File: src/rtl/baud_gen_pkg.sv
package baud_gen_pkg;

  // Largest clock-to-bit ratio; sizes the prescale phase counter.
  localparam int unsigned RATIO_MAX = 64;

  typedef enum logic [1:0] {
    RATIO_X64 = 2'd0,
    RATIO_X16 = 2'd1,
    RATIO_X4  = 2'd2
  } ratio_e;

  // Both clear -> 64, both set -> 4, one set -> 16.
  function automatic ratio_e pick_ratio(input logic wide, input logic fast);
    case ({wide, fast})
      2'b00:   return RATIO_X64;
      2'b11:   return RATIO_X4;
      default: return RATIO_X16;
    endcase
  endfunction

  // Base ticks (each D+1 clocks) that make one bit.
  function automatic int unsigned base_per_bit(input ratio_e r);
    case (r)
      RATIO_X64: return 64;
      RATIO_X16: return 16;
      default:   return 4;
    endcase
  endfunction

  // Base ticks that make one receiver sample.
  function automatic int unsigned base_per_sample(input ratio_e r);
    return (r == RATIO_X64) ? 4 : 1;
  endfunction

endpackage

File: src/rtl/bg_mode_decode.sv
module bg_mode_decode
  import baud_gen_pkg::*;
#(
  parameter int PRE_W = 6
) (
  input  logic             wide_mode,
  input  logic             fast_mode,
  output logic [PRE_W-1:0] bit_last,
  output logic [PRE_W-1:0] samp_mask
);

  ratio_e ratio;

  assign ratio     = pick_ratio(wide_mode, fast_mode);
  // Terminal phase of a bit, and the low-bit mask that marks a sample.
  assign bit_last  = PRE_W'(base_per_bit(ratio) - 1);
  assign samp_mask = PRE_W'(base_per_sample(ratio) - 1);

endmodule

File: src/rtl/bg_div_counter.sv
module bg_div_counter #(
  parameter int BYTE_W = 8
) (
  input  logic              clk,
  input  logic              rst,
  input  logic              port_en,
  input  logic              div_load,
  input  logic              wide_mode,
  input  logic [BYTE_W-1:0] div_hi,
  input  logic [BYTE_W-1:0] div_lo,
  output logic              base_tick
);

  localparam int DIV_W = 2 * BYTE_W;

  logic [DIV_W-1:0] div_sel;
  logic [DIV_W-1:0] cnt;
  logic             at_zero;

  assign div_sel   = wide_mode ? {div_hi, div_lo} : {{BYTE_W{1'b0}}, div_lo};
  assign at_zero   = (cnt == '0);
  assign base_tick = port_en && !rst && !div_load && at_zero;

  // Idle or load: hold the divisor; running: count down, reload at zero.
  always_ff @(posedge clk) begin
    if (rst)
      cnt <= '0;
    else if (!port_en || div_load || at_zero)
      cnt <= div_sel;
    else
      cnt <= cnt - 1'b1;
  end

  // a running count steps down by one per clock
  p_count_down_r2: assert property (@(posedge clk) disable iff (rst)
    (port_en && !div_load && !at_zero) |=> (cnt == $past(cnt) - 1'b1));

  // a load takes the divisor in the same edge
  p_reload_r6: assert property (@(posedge clk) disable iff (rst)
    (port_en && div_load) |=> (cnt == $past(div_sel)));

  // natural wrap picks up whatever divisor is present at the tick
  p_wrap_r8: assert property (@(posedge clk) disable iff (rst)
    base_tick |=> (cnt == $past(div_sel)));

endmodule

File: src/rtl/bg_prescale.sv
module bg_prescale #(
  parameter int PRE_W = 6
) (
  input  logic             clk,
  input  logic             rst,
  input  logic             port_en,
  input  logic             div_load,
  input  logic             base_tick,
  input  logic [PRE_W-1:0] bit_last,
  input  logic [PRE_W-1:0] samp_mask,
  output logic             bit_tick,
  output logic             samp_tick
);

  logic [PRE_W-1:0] phase;
  logic             wrap;

  // ">=" keeps the phase bounded if the ratio shrinks mid-bit.
  assign wrap      = (phase >= bit_last);
  assign bit_tick  = base_tick && wrap;
  assign samp_tick = base_tick && (wrap || ((phase & samp_mask) == samp_mask));

  always_ff @(posedge clk) begin
    if (rst || !port_en || div_load)
      phase <= '0;
    else if (base_tick)
      phase <= wrap ? '0 : phase + 1'b1;
  end

  // a bit boundary is always a sample point
  p_bit_on_sample_r5: assert property (@(posedge clk) disable iff (rst)
    bit_tick |-> samp_tick);

  // the bit strobe never lasts two cycles
  p_bit_single_r3: assert property (@(posedge clk) disable iff (rst)
    bit_tick |=> !bit_tick);

  // a load restarts the bit phase
  p_phase_restart_r6: assert property (@(posedge clk) disable iff (rst)
    div_load |=> (phase == '0));

endmodule

File: src/rtl/baud_tick_gen.sv
module baud_tick_gen
  import baud_gen_pkg::*;
#(
  parameter int BYTE_W = 8
) (
  input  logic              clk,
  input  logic              rst,
  input  logic              port_en,
  input  logic              div_load,
  input  logic              wide_mode,
  input  logic              fast_mode,
  input  logic [BYTE_W-1:0] div_hi,
  input  logic [BYTE_W-1:0] div_lo,
  output logic              bit_tick,
  output logic              samp_tick
);

  localparam int PRE_W = $clog2(RATIO_MAX);

  logic             base_tick;
  logic [PRE_W-1:0] bit_last;
  logic [PRE_W-1:0] samp_mask;

  bg_mode_decode #(.PRE_W(PRE_W)) u_decode (
    .wide_mode (wide_mode),
    .fast_mode (fast_mode),
    .bit_last  (bit_last),
    .samp_mask (samp_mask)
  );

  bg_div_counter #(.BYTE_W(BYTE_W)) u_counter (
    .clk       (clk),
    .rst       (rst),
    .port_en   (port_en),
    .div_load  (div_load),
    .wide_mode (wide_mode),
    .div_hi    (div_hi),
    .div_lo    (div_lo),
    .base_tick (base_tick)
  );

  bg_prescale #(.PRE_W(PRE_W)) u_prescale (
    .clk       (clk),
    .rst       (rst),
    .port_en   (port_en),
    .div_load  (div_load),
    .base_tick (base_tick),
    .bit_last  (bit_last),
    .samp_mask (samp_mask),
    .bit_tick  (bit_tick),
    .samp_tick (samp_tick)
  );

  // a disabled port is silent
  p_quiet_r7: assert property (@(posedge clk) disable iff (rst)
    !port_en |-> (!bit_tick && !samp_tick));

  // a bit strobe only comes from a base period ending
  p_bit_from_base_r3: assert property (@(posedge clk) disable iff (rst)
    bit_tick |-> base_tick);

endmodule

File: config.mk
export PLATFORM = sky130hd
export DESIGN_NAME = baud_tick_gen
export DESIGN_NICKNAME = d
export VERILOG_FILES = /design/src/rtl/baud_gen_pkg.sv /design/src/rtl/bg_mode_decode.sv /design/src/rtl/bg_div_counter.sv /design/src/rtl/bg_prescale.sv /design/src/rtl/baud_tick_gen.sv
export SDC_FILE = /design/constraint.sdc
export NUM_CORES = 1
export LEC_CHECK = 0
export BUFFER_PORTS_ARGS = -buffer_cell sky130_fd_sc_hd__buf_4
export CAP_MARGIN = 30
export CORE_ASPECT_RATIO = 2
export CORE_MARGIN = 2
export CORE_UTILIZATION = 49
export DETAILED_ROUTE_END_ITERATION = 10
export HOLD_SLACK_MARGIN = 0.06
export PLACE_DENSITY = 0.77
export SYNTH_ARGS = -nofsm -noshare
export SYNTH_HDL_FRONTEND = slang
export SYNTH_SLANG_ARGS = --single-unit
File: constraint.sdc
create_clock -name clk -period 1.8 [get_ports clk]
set_input_delay 0.18 -clock clk [delete_from_list [all_inputs] [get_ports clk]]
set_output_delay 0.18 -clock clk [all_outputs]
set_load 0.05 [all_outputs]
==> results.md <==
- Die height: roughly 76 µm
- Crit path from: u_counter.cnt[6]$_SDFF_PP0_
- Final non-filler cell total: 221
- CTS buffer count: 3
- Detailed placement HPWL: between 2000 and 3000 µm
- Count of endpoints failing setup in the final report: 4
- Mapped Cells: 148
- Tightest Pin Transition: between 0.4 and 0.5 ns
- CP max FO: 4
- Final Hold Vio Count: 0
- Core area: between 0.002 and 0.003 mm²
- Setup ws final: -0.272 ns
- Max incr delay on CP: roughly 0.4 ns
- Outcome: finished with violations
- Antenna violations before repair: 0
- R2r startpoint: u_counter.cnt[6]$_SDFF_PP0_
- Pins Over Slew Limit: 0
- Mean Syn Cell Area: between 8 and 9 µm²
- TritonCTS clock tree: built
- Distinct cell type count after synthesis: 38
- Hold_sp: div_hi[5]
- Period utilization: 1.15
- Placed inst area: about 0.0016 mm²
- Critical Path Most Common Cell: buf_6
- EDFF count, synth: 0
- Initial DRT Pass Iterations: 4
- Worst IR drop on VDD: 0.654 mV
- Worst rel slew slack: 0.718
- Async set-reset flop share out of synthesis: 0
- Vias: 1379
- Drt total wl: around 3800 µm
- Total GRT Usage: 0.270
- CP top delay family: simple AND/OR/NAND/NOR gates
- Clock net sink count: 22
- First-pass GRT wire length: 5840 µm
- Yosys Warn Count: 0
- Std-Cell Rows: 26
- Crit path buf inv count: 2
- Worst setup SP type: register
- Critical Path AT: between 1.5 and 2 ns
- Post-synthesis sequential area ratio: 0.342
- Layout cells sized above 1: 0.352
- Clk_lat worst skew: roughly 0.27 ns
- Starting Density: 0.507
- Reg clk slew, reported paths: approximately 0.070 ns
- Grt ovf: 0
- I/O Buffers: 23
- Fmax achieved: just under 500 MHz
- Seq cells post-synth: 22
- Pleak: 0.696 nW
- Wirelength per Cell: between 15 and 20 µm
- P&R area growth vs syn: 37.3%
- Synthesized area: roughly 0.0013 mm²
- Routability-driven placement congestion ratio: ~0.9
- Drt via density: roughly 6.2
- Fin nets: between 200 and 250
- Die outline width: 40.2 µm
- CTS Hold Bufs: 0
- Cells after DPL: between 200 and 250
- Critical path capture point type: output port
- RSZ-0062 raised after global routing: true
- Setup Skew: 0.00157 ns
- H-tree depth: 1
- Post-layout min period: 2.07 ns
- Slowest CP cell: or3_4
- Post-route ant nets: 0
- DRC violations left: 0
- Failing checks: setup timing
- Root Driver: clkbuf_8
- Syn nets: ~180
- Largest net degree at the start of global routing: 16
- Max clock buf depth: 2
- Vias in the first global route: between 1000 and 1500
- Final Instance Area: between 0.0015 and 0.002 mm²
- Worst hold path type: in2reg
- Post-synth top flop: dfxtp_1
- MaxCap Viol Count: 0
- I/O pin cnt: 24
- Setup CP Type: reg2out
- Worst path cell trace: or3_4, nor4_4, nand4_1, buf_6, nor3_4, buf_6
- WP data required: roughly 1.6 ns
- ANT cells: 0
- Pwr dens: 676 mW/mm²
- DR iter-0 viols: 66
- DIE AREA: approximately 0.0031 mm²
-- synth_stat cells, types with 3 or more instances --
library cell,count,share of area
inv_1,4,0.012
dfxtp_1,22,0.34
clkbuf_1,4,0.012
o211ai_1,4,0.023
o21ai_0,3,0.012
nor2_1,16,0.047
ha_1,5,0.049
nand3_1,12,0.047
xnor2_1,6,0.041
nor3_1,3,0.012
o2bb2ai_1,6,0.041
a31oi_1,4,0.019
or2_2,3,0.015
nand2_1,11,0.032
a211oi_1,6,0.035
xor2_1,6,0.041
nor4_1,3,0.015
a21oi_1,5,0.019
nand4_1,3,0.015
-- per-layer routing --
| layer | routed length (µm) | vias up | track usage |
|---|---|---|---|
| li1 | - | 638 | - |
| met1 | 1270 | 685 | 0.250 |
| met2 | 2300 | 45 | 0.516 |
| met3 | 143 | 11 | 0.0437 |
| met4 | 131 | 0 | 0.0967 |
| met5 | 0 | - | 0 |
-- timing repair --
action | CTS | global route
buffers inserted | 5 | 1
setup endpoints to repair | 3 | 18
pin swaps | 0 | 1
hold endpoints to repair | 0 | 0
cloned | 0 | 1
resized for setup | 4 | 4
-- final timing paths --
path / end / slack [ns] / cells past startpoint
hold reg to reg: u_prescale.phase[5]$_SDFFE_PP0P_ / 0.54 / 2
setup reg to reg: u_counter.cnt[13]$_SDFF_PP0_ / -0.01 / 6
setup / recovery: bit_tick / -0.27 / 6
hold / removal: u_counter.cnt[13]$_SDFF_PP0_ / 0.11 / 2
-- final cells by class --
type	count	area, µm²
Timing Repair Buffer	46	370
Inverter	4	15.0
Fill cell	215	772
Clock buffer	4	55.1
Tap cell	28	35.0
Sequential cell	22	445
Multi-Input combinational cell	117	845
-- worst register-to-register path: cells and delay by family (launching register included) --
family / cells / cell delay, ns
buf+inv: 1 / 0.18
simple gates: 3 / 0.95
xor+xnor: 1 / 0.17
flops: 1 / 0.35
compound gates: 1 / 0.06
-- sequential cells by signal (all words and copies together) (netlist names) --
name,flops
u_prescale.phase,6
u_counter.cnt,16
-- per-stage QoR --
stage	total power [mW]	TNS, ns	hold slack (ns)	utilization	setup slack (ns)
after CTS	1.18	-0.526	0.108	0.688	-0.260
after detailed placement	0.824	-0.829	0.388	0.646	-0.178
after global placement	0.808	-0.236	0.380	0.646	-0.106
after global routing	1.24	-2.31	0.117	0.696	-0.378
after floorplan	0.707	-0.967	0.288	-	-0.256
final	1.19	-0.550	0.108	0.696	-0.272
-- kinds of logic after synthesis --
| kind of cell | share of synthesized area |
|---|---|
| AO/OA/AOI/OAI | 0.181 |
| XOR/XNOR | 0.0817 |
| adder cells (fa/ha/maj) | 0.0486 |
| buffers and inverters | 0.0272 |
| flip-flops | 0.342 |
| multiplexers | 0.00778 |
| AND/OR/NAND/NOR | 0.311 |
-- report_power, final --
group          total, mW  switching [mW]  leakage (nW)  internal, mW
Clock              0.353           0.158        0.0288         0.195
Combinational      0.300           0.147         0.486         0.153
Sequential         0.540          0.0282         0.182         0.512
-- cell usage in the layout, fill, tap and decap left out, drive strengths merged, types with 4 or more instances in the layout --
master	netlist	routed
buf	1	46
nor2	17	17
clkbuf	4	4
xor2	6	6
o211ai	4	4
nand2	11	11
a211oi	6	6
a31oi	4	4
nor4	5	5
o2bb2ai	7	7
a21oi	5	5
nand3	12	12
inv	4	4
ha	5	5
dfxtp	22	22
xnor2	6	6
(Power assumes the default switching activity.)
